## config.mk

```make
export PLATFORM = sky130hd
export DESIGN_NAME = crc_serial_engine
export DESIGN_NICKNAME = d
export VERILOG_FILES = /design/src/rtl/crc_serial_pkg.sv /design/src/rtl/crc_div_step.sv /design/src/rtl/crc_seq_ctrl.sv /design/src/rtl/crc_serial_engine.sv
export SDC_FILE = /design/constraint.sdc
export NUM_CORES = 1
export LEC_CHECK = 0
export ABC_AREA = 1
export BUFFER_PORTS_ARGS = -buffer_cell sky130_fd_sc_hd__clkbuf_2
export CORE_UTILIZATION = 32
export DETAILED_ROUTE_END_ITERATION = 7
export SLEW_MARGIN = 20
export SYNTH_ARGS = -nofsm -noshare
export SYNTH_HDL_FRONTEND = slang
export SYNTH_HIERARCHICAL = 1
export SYNTH_SLANG_ARGS = --single-unit
export TNS_END_PERCENT = 20
```

## constraint.sdc

```tcl
create_clock -name clk_i -period 1.6 [get_ports clk_i]
set_input_delay 0.32 -clock clk_i [delete_from_list [all_inputs] [get_ports clk_i]]
set_output_delay 0.32 -clock clk_i [all_outputs]
set_load 0.02 [all_outputs]
```

## src/rtl/crc_serial_pkg.sv

```systemverilog
package crc_serial_pkg;

   typedef enum logic [1:0] {
      ST_IDLE  = 2'd0,
      ST_SHIFT = 2'd1,
      ST_FLUSH = 2'd2
   } crc_state_e;

   typedef enum logic {
      MODE_GEN   = 1'b0,
      MODE_CHECK = 1'b1
   } crc_mode_e;

   // register width for each generator selection
   function automatic int unsigned crc_width(input int unsigned sel);
      case (sel)
         0:       return 4;
         1:       return 16;
         default: return 32;
      endcase
   endfunction

   // generator coefficients below the leading term
   function automatic logic [31:0] crc_taps(input int unsigned sel);
      case (sel)
         0:       return 32'h0000_0003;
         1:       return 32'h0000_8005;
         default: return 32'h04C1_1DB7;
      endcase
   endfunction

endpackage

```

## src/rtl/crc_div_step.sv

```systemverilog
module crc_div_step #(
   parameter int unsigned W = 4,
   parameter logic [W-1:0] TAPS = '0
) (
   input  logic [W-1:0] rem_i,
   input  logic         bit_i,
   output logic [W-1:0] rem_o
);
   logic lead;
   assign lead = rem_i[W-1];

   for (genvar i = 0; i < W; i++) begin : g_bit
      logic shifted;
      if (i == 0) begin : g_in
         assign shifted = bit_i;
      end else begin : g_mid
         assign shifted = rem_i[i-1];
      end
      if (TAPS[i]) begin : g_tap
         assign rem_o[i] = shifted ^ lead;
      end else begin : g_plain
         assign rem_o[i] = shifted;
      end
   end
endmodule

```

## src/rtl/crc_seq_ctrl.sv

```systemverilog
module crc_seq_ctrl
   import crc_serial_pkg::*;
#(
   parameter int unsigned W = 4,
   localparam int unsigned CW = $clog2(W)
) (
   input  logic clk_i,
   input  logic rst_ni,
   input  logic start_i,
   input  logic mode_i,
   input  logic bit_valid_i,
   input  logic bit_last_i,
   output logic step_o,
   output logic zero_feed_o,
   output logic fin_o,
   output logic fin_check_o
);
   crc_state_e    state_q;
   crc_mode_e     mode_q;
   logic [CW-1:0] cnt_q;
   logic          take_bit;
   logic          flush_end;

   assign take_bit  = (state_q == ST_SHIFT) && bit_valid_i && !start_i;
   assign flush_end = (state_q == ST_FLUSH) && (cnt_q == CW'(W-1)) && !start_i;

   always_ff @(posedge clk_i or negedge rst_ni) begin
      if (!rst_ni) begin
         state_q <= ST_IDLE;
         mode_q  <= MODE_GEN;
         cnt_q   <= '0;
      end else if (start_i) begin
         state_q <= ST_SHIFT;
         mode_q  <= crc_mode_e'(mode_i);
         cnt_q   <= '0;
      end else begin
         case (state_q)
            ST_SHIFT: begin
               if (bit_valid_i && bit_last_i) begin
                  state_q <= (mode_q == MODE_CHECK) ? ST_IDLE : ST_FLUSH;
                  cnt_q   <= '0;
               end
            end
            ST_FLUSH: begin
               if (cnt_q == CW'(W-1)) state_q <= ST_IDLE;
               else                   cnt_q   <= cnt_q + 1'b1;
            end
            default: state_q <= ST_IDLE;
         endcase
      end
   end

   assign zero_feed_o = (state_q == ST_FLUSH) && !start_i;
   assign step_o      = take_bit || zero_feed_o;
   assign fin_check_o = take_bit && bit_last_i && (mode_q == MODE_CHECK);
   assign fin_o       = fin_check_o || flush_end;
endmodule

```

## src/rtl/crc_serial_engine.sv

```systemverilog
module crc_serial_engine
   import crc_serial_pkg::*;
#(
   parameter int unsigned POLY_SEL  = 0,
   parameter bit          INIT_ONES = (POLY_SEL == 2),
   localparam int unsigned W        = crc_width(POLY_SEL)
) (
   input  logic         clk_i,
   input  logic         rst_ni,
   input  logic         start_i,
   input  logic         mode_i,
   input  logic         bit_valid_i,
   input  logic         bit_i,
   input  logic         bit_last_i,
   output logic [W-1:0] crc_o,
   output logic         done_o,
   output logic         zero_o
);
   localparam logic [31:0]  TAPS_ALL = crc_taps(POLY_SEL);
   localparam logic [W-1:0] TAPS     = TAPS_ALL[W-1:0];
   localparam logic [W-1:0] INIT_V   = {W{INIT_ONES}};

   if (POLY_SEL > 2) begin : g_bad_sel
      $error("crc_serial_engine: POLY_SEL must be 0, 1 or 2");
   end
   if (!TAPS[0]) begin : g_bad_taps
      $error("crc_serial_engine: generator needs a constant term");
   end

   logic         step, zero_feed, fin, fin_check;
   logic         flush_act;
   logic         feed_bit;
   logic [W-1:0] rem_q, rem_nxt;
   logic         done_q, zero_q;

   crc_seq_ctrl #(.W(W)) ctrl_i (
      .clk_i       (clk_i),
      .rst_ni      (rst_ni),
      .start_i     (start_i),
      .mode_i      (mode_i),
      .bit_valid_i (bit_valid_i),
      .bit_last_i  (bit_last_i),
      .step_o      (step),
      .zero_feed_o (zero_feed),
      .fin_o       (fin),
      .fin_check_o (fin_check)
   );

   assign feed_bit  = zero_feed ? 1'b0 : bit_i;
   assign flush_act = zero_feed;

   crc_div_step #(.W(W), .TAPS(TAPS)) step_i (
      .rem_i (rem_q),
      .bit_i (feed_bit),
      .rem_o (rem_nxt)
   );

   always_ff @(posedge clk_i or negedge rst_ni) begin
      if (!rst_ni) begin
         rem_q  <= '0;
         done_q <= 1'b0;
         zero_q <= 1'b0;
      end else begin
         done_q <= fin;
         zero_q <= fin_check && (rem_nxt == '0);
         if (start_i)   rem_q <= INIT_V;
         else if (step) rem_q <= rem_nxt;
      end
   end

   assign crc_o  = rem_q;
   assign done_o = done_q;
   assign zero_o = zero_q;
endmodule

```

==> results of run 1 <==
[sequential cells by signal (all words and copies together), names as in the netlist]
register        cells
crc_o               4
ctrl_i/cnt_q        2
ctrl_i/state_q      2
ctrl_i/mode_q       1
done_o              1
zero_o              1
[per-stage QoR]
step                std cells   util  instance area (um^2)  setup slack, ns
global placement          115  0.388                   669            0.328
global route              120  0.409                   706            0.148
CTS                       120  0.409                   706            0.254
finish                    120  0.409                   706            0.254
floorplan                  80      -                   593            0.394
detailed placement        115  0.388                   669            0.263
[kinds of logic after synthesis]
logic type / after synthesis / synth area share
simple gates: 46 / 0.344
fa+ha+maj: 1 / 0.0211
compound gates: 6 / 0.0570
buf+inv: 16 / 0.114
flops: 11 / 0.464
[area by class of cell]
class,count,area [um^2],share of cell area
timing repair buffer,13,70.1,0.0993
inverter,14,52.6,0.0745
multi-input combinational,53,250,0.355
tap,25,31.3,0.0443
sequential,11,275,0.390
clock buffer,4,26.3,0.0372
[path summary, 6_finish.rpt]
kind / startpoint / to
max in group asynchronous: rst_ni / ctrl_i/cnt_q[1]$_DFFE_PN0P_
worst max-delay path: ctrl_i/state_q[1]$_DFFE_PN0P_ / crc_o[2]$_DFFE_PN0P_
min in group asynchronous: rst_ni / crc_o[3]$_DFFE_PN0P_
worst min register to register: ctrl_i/cnt_q[1]$_DFFE_PN0P_ / ctrl_i/cnt_q[1]$_DFFE_PN0P_
worst max register to register: ctrl_i/state_q[1]$_DFFE_PN0P_ / crc_o[2]$_DFFE_PN0P_
worst min-delay path: mode_i / ctrl_i/mode_q$_DFFE_PN0P_
[worst max-delay path, stage by stage, from the launching register on]
cell	delay (ns)
dfrtp_1	0.41
nor2_2	0.20
nand2_1	0.07
a21oi_1	0.34
nor2_2	0.10
nand2_1	0.08
nand2_1	0.05
[timing repair]
action | in CTS | in global routing
hold buffers | 1 | 0
endpoints found under the hold margin | 11 | 0
buffers inserted | 0 | 0
[layout by cell type, fill, tap and decap left out, types with 3 or more instances in the layout]
master,count
dfrtp_1,11
nand2_2,3
nor2_1,5
clkbuf_4,3
nand3_1,5
inv_1,12
clkbuf_2,12
nand2_1,28
[power breakdown]
group / internal (mW) / switching, mW / total (mW)
clock network: 0.0963 / 0.0933 / 0.190
logic: 0.0268 / 0.0518 / 0.0787
registers: 0.288 / 0.00752 / 0.296
total: 0.412 / 0.153 / 0.564
[metal layers]
metal  share of wire  up-vias
met5               0        -
met1            0.49      238
met2            0.45       19
met4          0.0057        0
met3           0.046        2
li1                -      274
==> impl_metrics.yaml, run 1 <==
run_status:
  status: "completed"
final_layout:
  fill_cells: 198
  fin_nets: 104
  drive_gt1_frac: 0.253
  n_antenna_cell: 0
  syn_to_final_growth_pct: 19.0
yosys:
  synth_seq_area_share: 0.464
  synth.largest_area_cell: "dfrtp_1"
  synth_top_area_share: 0.464
  syn_avg_cell_area_um2: 7.41
  ys_types: 16
  yosys-top-cells-count: "nand2_1, inv_1, dfrtp_1, nand3_1, nor2_1"
  synth_edf_count: 0
  synth_area_leaders: "dfrtp_1, nand2_1, inv_1"
  synth.most_common_cell: "nand2_1"
  syn_inst: 80
  syn-num-nets: 88
  yosys_warnings: 6
  synth-seq-cells: 11
  synthArstFlopShare: 1.00
  synth-main-ff-cell: "dfrtp_1"
  synthesis.area_um2: 593
floorplan:
  rows: 15
  die_area_um2: 2030
  die_w_um: 45.1
  start_util: 0.343
  fp.dieH_um: 45.1
  core_um2: 1730
  ios: 13
sta:
  rsz0062_at_grt: "false"
  fin_crit_ns: 1.35
  setup_viol: 0
  clock.fmax_mhz: 743
  slew_headroom: 0.732
  worstMarginPinSlew_ns: 0.402
  final-max-slew-violation-count: 0
  fin_hold_ws_ns: 0.257
  fin_crit_sh: 0.841
  finalHoldViolCount: 0
  finalClockSkew_ns: 0.00575
  fin_tns_setup_ns: 0
flow_run:
  timing.max_cap.violations: 0
worst_setup_path:
  crit_path_max_fanout: 5
  r2r_slack_ns: 0.25
  end_kind: "flip-flop"
  cp.arrival_ns: 1.51
  r2r_cells: 6
  startpoint_type: "flip-flop"
  critPathRequiredTime_ns: 1.76
  crit_type: "reg -> reg"
global_route:
  grt_pass1_wl_um: 1680
  globalRouteMet3Util: 0.0360
  grt_pass1_vias: 431
  grt-busiest-layer: "met2"
  grt_util_all_layers: 0.118
  antenna_found_initial: 0
  overflow: 0
  met2_usage: 0.177
  use_met1: 0.156
  grt_max_degree: 12
placed_design:
  gp_congestion: 0.756
  io_buffers: 12
  dp_hpwl_um: 829
cts:
  numCtsBuffers: 3
  clk_latency_ns: 0.26
  clk_pin_slew_worst_paths_ns: 0.07
  cts_tree: "done"
  root_buffer: "clkbuf_4"
  cts_resized: 0
  cts.sinks: 11
  cts.path.max_buffers: 2
  htree_levels: 1
detailed_routing:
  wl_um: 1050
  vias: 533
  antenna_left: 0
  drtIter0Drc: 16
  drc_errors: 0
  wl_per_cell_um: 8.75
  dr.pass1.iters: 4
  via_per_inst: 4.44
pwr:
  power_mw: 0.564
  p_leak_nw: 0.406
  power_density_nw_per_um2: 800
  peakVddDrop_mv: 0.353
hold_path:
  min_path_cells: 3
  hp-class: "in -> reg"
No activity file was read; power rests on OpenSTA's default activity.
==> run 2, diff against run 1 <==
- ABC_AREA: 1 -> 0
- clock period: 1.6 -> 1.3 ns (I/O delays scaled with it)
==> impl_metrics.yaml, run 2 <==
floorplan:
  core_um2: 1560
  die_w_um: 43.5
  start_util: 0.353
  rows: 14
  fp.dieH_um: 43.5
  ios: 13
  die_area_um2: 1890
detailed_routing:
  dr.pass1.iters: 4
  vias: 427
  drc_errors: 0
  antenna_left: 0
  via_per_inst: 4.74
  wl_um: 964
  drtIter0Drc: 1
  wl_per_cell_um: 10.7
worst_setup_path:
  max_stage_delay_ns: 0.39
  crit_slowest_cell: "dfrtp_1"
  reg2reg_from: "ctrl_i/cnt_q[1]$_DFFE_PN0P_"
  path_cells: "ha_2, or3b_4, or2_1, a21oi_2"
  crit_type: "reg -> reg"
  crit_path_max_fanout: 5
  r2r-end: "ctrl_i/cnt_q[0]$_DFFE_PN0P_"
  endpoint: "ctrl_i/cnt_q[0]$_DFFE_PN0P_"
  startpoint_type: "flip-flop"
  cp.arrival_ns: 1.56
  r2r_cells: 4
  critPathRequiredTime_ns: 1.50
  end_kind: "flip-flop"
  crit_start: "ctrl_i/cnt_q[1]$_DFFE_PN0P_"
  r2r_slack_ns: -0.07
yosys:
  syn_avg_cell_area_um2: 10.4
  synthesis.area_um2: 551
  synth.largest_area_cell: "dfrtp_1"
  yosys-top-cells-count: "dfrtp_1, nor2_1, mux2i_1, nand2_1"
  synth_seq_area_share: 0.500
  syn-num-nets: 61
  synth.most_common_cell: "dfrtp_1"
  synth_area_leaders: "dfrtp_1, mux2i_1, nor2_1"
  ys_types: 26
  synthArstFlopShare: 1.00
  synth_edf_count: 0
  syn_inst: 53
  synth-main-ff-cell: "dfrtp_1"
  yosys_warnings: 6
  synth-seq-cells: 11
  synth_top_area_share: 0.500
placed_design:
  gp_congestion: 0.724
  io_buffers: 12
  place_area_um2: 662
  dp_cells: 84
  dp_hpwl_um: 774
pwr:
  p_leak_nw: 0.353
  p_switching_mw: 0.167
  peakVddDrop_mv: 0.375
  p_sw_frac: 0.243
  combPwrFrac: 0.139
  internal_power_mw: 0.520
  seqPwrFrac: 0.523
  power_mw: 0.687
  power_density_nw_per_um2: 974
  clkPwrFrac: 0.338
sta:
  finalHoldViolCount: 0
  fin_crit_sh: 1.05
  setup_viol: 5
  worstMarginPinSlew_ns: 0.278
  fin_hold_ws_ns: 0.193
  finalWorstSetupSlack_ns: -0.0676
  fin_crit_ns: 1.37
  final-max-slew-violation-count: 0
  rsz0062_at_grt: "true"
  clock.fmax_mhz: 731
  slew_headroom: 0.815
  finalClockSkew_ns: 0.000361
global_route:
  grt_pass1_wl_um: 1700
  grt_pass1_vias: 408
  antenna_found_initial: 0
  grt_max_degree: 12
  overflow: 0
  grt_util_all_layers: 0.125
hold_path:
  hold_start: "mode_i"
  hp-class: "in -> reg"
final_layout:
  fin_cells: 90
  largest_register_ffs: 4
  final_cell_mix: "clkbuf_2, dfrtp_1, buf_4"
  drive_gt1_frac: 0.365
  final_common_cell: "clkbuf_2"
  fill_cells: 160
  n_antenna_cell: 0
  fin_area_um2: 706
  syn_to_final_growth_pct: 28.2
  fin_nets: 83
cts:
  clk_latency_ns: 0.26
  cts.path.max_buffers: 2
  cts_tree: "done"
  numCtsBuffers: 3
  root_buffer: "clkbuf_4"
  cts.sinks: 11
  clk_pin_slew_worst_paths_ns: 0.07
  htree_levels: 1
run_status:
  violations: "setup timing"
  status: "complete, but fails checks"
flow_run:
  timing.max_cap.violations: 0
-- run 2: final cells by class --
cell class              count  area [um^2]  share of cell area
multi-input cells          38          254               0.360
well taps                  16         20.0              0.0284
repair buffers             21          130               0.184
flip-flops and latches     11          275               0.390
clock buffers               4         26.3              0.0372
-- run 2: cell families after synthesis --
kind of cell             count (synthesis)  share of synthesized area
adder cells (fa/ha/maj)                  1                     0.0227
AO/OA/AOI/OAI                            6                     0.0705
flip-flops                              11                      0.500
buffers and inverters                    4                     0.0432
XOR/XNOR                                 2                     0.0318
multiplexers                             4                     0.0727
AND/OR/NAND/NOR                         25                      0.259
-- run 2: what timing repair did --
item / CTS / global route
pin swaps: 4 / 1
hold buffers: 1 / 0
setup endpoints to repair: 7 / 7
buffers inserted: 1 / 0
cloned: 0 / 0
gates resized for setup: 0 / 2
hold endpoints to repair: 11 / 0
-- run 2: critical path, delay by kind of cell, from the launching register on --
| family | cells | cell delay, ns |
|---|---|---|
| compound gates | 1 | 0.11 |
| fa+ha+maj | 1 | 0.18 |
| simple gates | 2 | 0.62 |
| flops | 1 | 0.39 |
-- run 2: per-stage QoR --
stage                     utilization  TNS [ns]  worst slack, ns
after CTS                       0.453    -0.202          -0.0715
after global placement          0.425    -0.176          -0.0844
final                           0.453    -0.156          -0.0676
after floorplan                     -   -0.0666          -0.0532
after global routing            0.453    -0.730           -0.203
after detailed placement        0.425    -0.261           -0.111
-- run 2: how the worst min path moves through the flow --
stage                                     end  cells past startpoint
detailed placement           zero_o$_DFF_PN0_                      1
global route        ctrl_i/mode_q$_DFFE_PN0P_                      3
global placement             zero_o$_DFF_PN0_                      1
CTS                 ctrl_i/mode_q$_DFFE_PN0P_                      3
finish              ctrl_i/mode_q$_DFFE_PN0P_                      3
floorplan                crc_o[0]$_DFFE_PN0P_                      0
-- run 2: routing by layer --
layer / routed length, um / global-route usage / vias up
met2: 428 / 0.182 / 9
li1: - / - / 221
met1: 493 / 0.172 / 195
met3: 28 / 0.0250 / 2
met5: 0 / 0 / -
met4: 14 / 0.0750 / 0
-- run 2: power groups by stage --
stage | registers, mW | clock network, mW | logic [mW]
after floorplan | 0.370 | 0 | 0.0433
after global placement | 0.366 | 0 | 0.0932
after detailed placement | 0.366 | 0 | 0.0945
after CTS | 0.359 | 0.241 | 0.0978
after global routing | 0.361 | 0.248 | 0.108
final | 0.359 | 0.232 | 0.0956
==> run 3, diff against run 2 <==
- CORE_UTILIZATION: 32 -> 35
==> impl_metrics.yaml, run 3 (synthesis results as in run 2) <==
worst_setup_path:
  crit_type: "reg -> reg"
  r2r-end: "ctrl_i/cnt_q[0]$_DFFE_PN0P_"
  end_kind: "flip-flop"
  r2r_cells: 4
  r2r_slack_ns: -0.06
  cp.arrival_ns: 1.55
  startpoint_type: "flip-flop"
  critPathRequiredTime_ns: 1.49
  crit_path_max_fanout: 4
  reg2reg_from: "ctrl_i/cnt_q[0]$_DFFE_PN0P_"
detailed_routing:
  dr.pass1.iters: 4
  wl_per_cell_um: 11.4
  antenna_left: 0
  via_per_inst: 4.92
  drc_errors: 0
  drtIter0Drc: 1
  vias: 433
  wl_um: 1010
sta:
  rsz0062_at_grt: "true"
  finalWorstSetupSlack_ns: -0.0579
  fin_crit_ns: 1.36
  finalClockSkew_ns: 0.000764
  slew_headroom: 0.816
  finalHoldViolCount: 0
  fin_crit_sh: 1.04
  worstMarginPinSlew_ns: 0.276
  setup_viol: 4
  clock.fmax_mhz: 736
  final-max-slew-violation-count: 0
  fin_tns_setup_ns: -0.121
global_route:
  grt_pass1_wl_um: 1710
  use_met1: 0.179
  grt_pass1_vias: 408
  grt_util_all_layers: 0.128
  antenna_found_initial: 0
  globalRouteMet3Util: 0.0391
  met2_usage: 0.191
  grt_max_degree: 12
  grt-busiest-layer: "met2"
  overflow: 0
cts:
  numCtsBuffers: 3
  cts.sinks: 11
  cts_tree: "done"
  clk_latency_ns: 0.26
  htree_levels: 1
  root_buffer: "clkbuf_4"
  cts.path.max_buffers: 2
  clk_pin_slew_worst_paths_ns: 0.07
floorplan:
  fp.dieH_um: 41.7
  start_util: 0.398
  die_area_um2: 1740
  die_w_um: 41.7
  core_um2: 1380
  ios: 13
  rows: 13
placed_design:
  dp_hpwl_um: 757
  gp_congestion: 0.717
  io_buffers: 12
hold_path:
  min_path_cells: 3
  hold_start: "mode_i"
  hp-class: "in -> reg"
  min_to: "ctrl_i/mode_q$_DFFE_PN0P_"
flow_run:
  timing.max_cap.violations: 0
final_layout:
  fin_nets: 82
  multi_input_area_um2: 262
  fill_cells: 134
  largest_register_ffs: 4
  final_common_cell: "clkbuf_2"
  drive_gt1_frac: 0.384
  final_cell_mix: "clkbuf_2, dfrtp_1, nor2_1"
  syn_to_final_growth_pct: 28.6
  n_antenna_cell: 0
  ff_latch_area_um2: 275
pwr:
  power_mw: 0.681
  power_density_nw_per_um2: 962
  p_leak_nw: 0.350
  peakVddDrop_mv: 0.410
run_status:
  violations: "setup timing"
  status: "complete, but fails checks"
==> run 3: stage by stage <==
step | util | hold slack (ns) | std cells | setup WS [ns] | area, um^2
after floorplan | - | -0.0356 | 53 | -0.0532 | 553
after global placement | 0.478 | 0.150 | 83 | -0.0782 | 661
after global routing | 0.512 | 0.196 | 88 | -0.136 | 708
after detailed placement | 0.478 | 0.151 | 83 | -0.0909 | 661
after CTS | 0.510 | 0.189 | 88 | -0.0664 | 704
final | 0.512 | 0.195 | 88 | -0.0579 | 708
==> run 3: critical path, stage by stage (launching register included) <==
cell,delay (ns)
dfrtp_1,0.39
ha_2,0.18
or3b_4,0.39
or2_1,0.23
a21oi_2,0.10
==> run 3: per-layer routing <==
layer  part of all wire  vias up
met1               0.49      208
met5                  0        -
met2               0.47        8
li1                   -      217
met4                  0        0
met3              0.040        0
==> run 3: area by class of cell <==
type,count,share of cell area
sequential,11,0.389
multi-input combinational,38,0.369
timing repair buffer,20,0.178
clock buffer,4,0.0371
tap,15,0.0265
==> run 3: where the power goes <==
group / switching (mW) / internal (mW)
registers: 0.00694 / 0.352
logic: 0.0480 / 0.0481
clock network: 0.108 / 0.118
==> run 3: repair_timing <==
item / 4_1_cts / 5_1_grt
endpoints found under the hold margin: 11 / 0
hold buffers: 1 / 0
setup buffers: 0 / 0
endpoints found under the setup margin: 8 / 8
pin swaps: 6 / 0
resized for setup: 3 / 2
==> run 3: worst max path at each step <==
stage / to / start / cells past startpoint / slack (ns)
6_report: ctrl_i/cnt_q[0]$_DFFE_PN0P_ / ctrl_i/cnt_q[0]$_DFFE_PN0P_ / 4 / -0.06
5_1_grt: zero_o$_DFF_PN0_ / ctrl_i/state_q[0]$_DFFE_PN0P_ / 6 / -0.14
4_1_cts: ctrl_i/cnt_q[0]$_DFFE_PN0P_ / ctrl_i/cnt_q[0]$_DFFE_PN0P_ / 4 / -0.07
3_5_place_dp: ctrl_i/cnt_q[0]$_DFFE_PN0P_ / ctrl_i/cnt_q[1]$_DFFE_PN0P_ / 4 / -0.09
3_3_place_gp: zero_o$_DFF_PN0_ / ctrl_i/state_q[1]$_DFFE_PN0P_ / 6 / -0.08
2_1_floorplan: ctrl_i/cnt_q[0]$_DFFE_PN0P_ / ctrl_i/cnt_q[1]$_DFFE_PN0P_ / 4 / -0.05
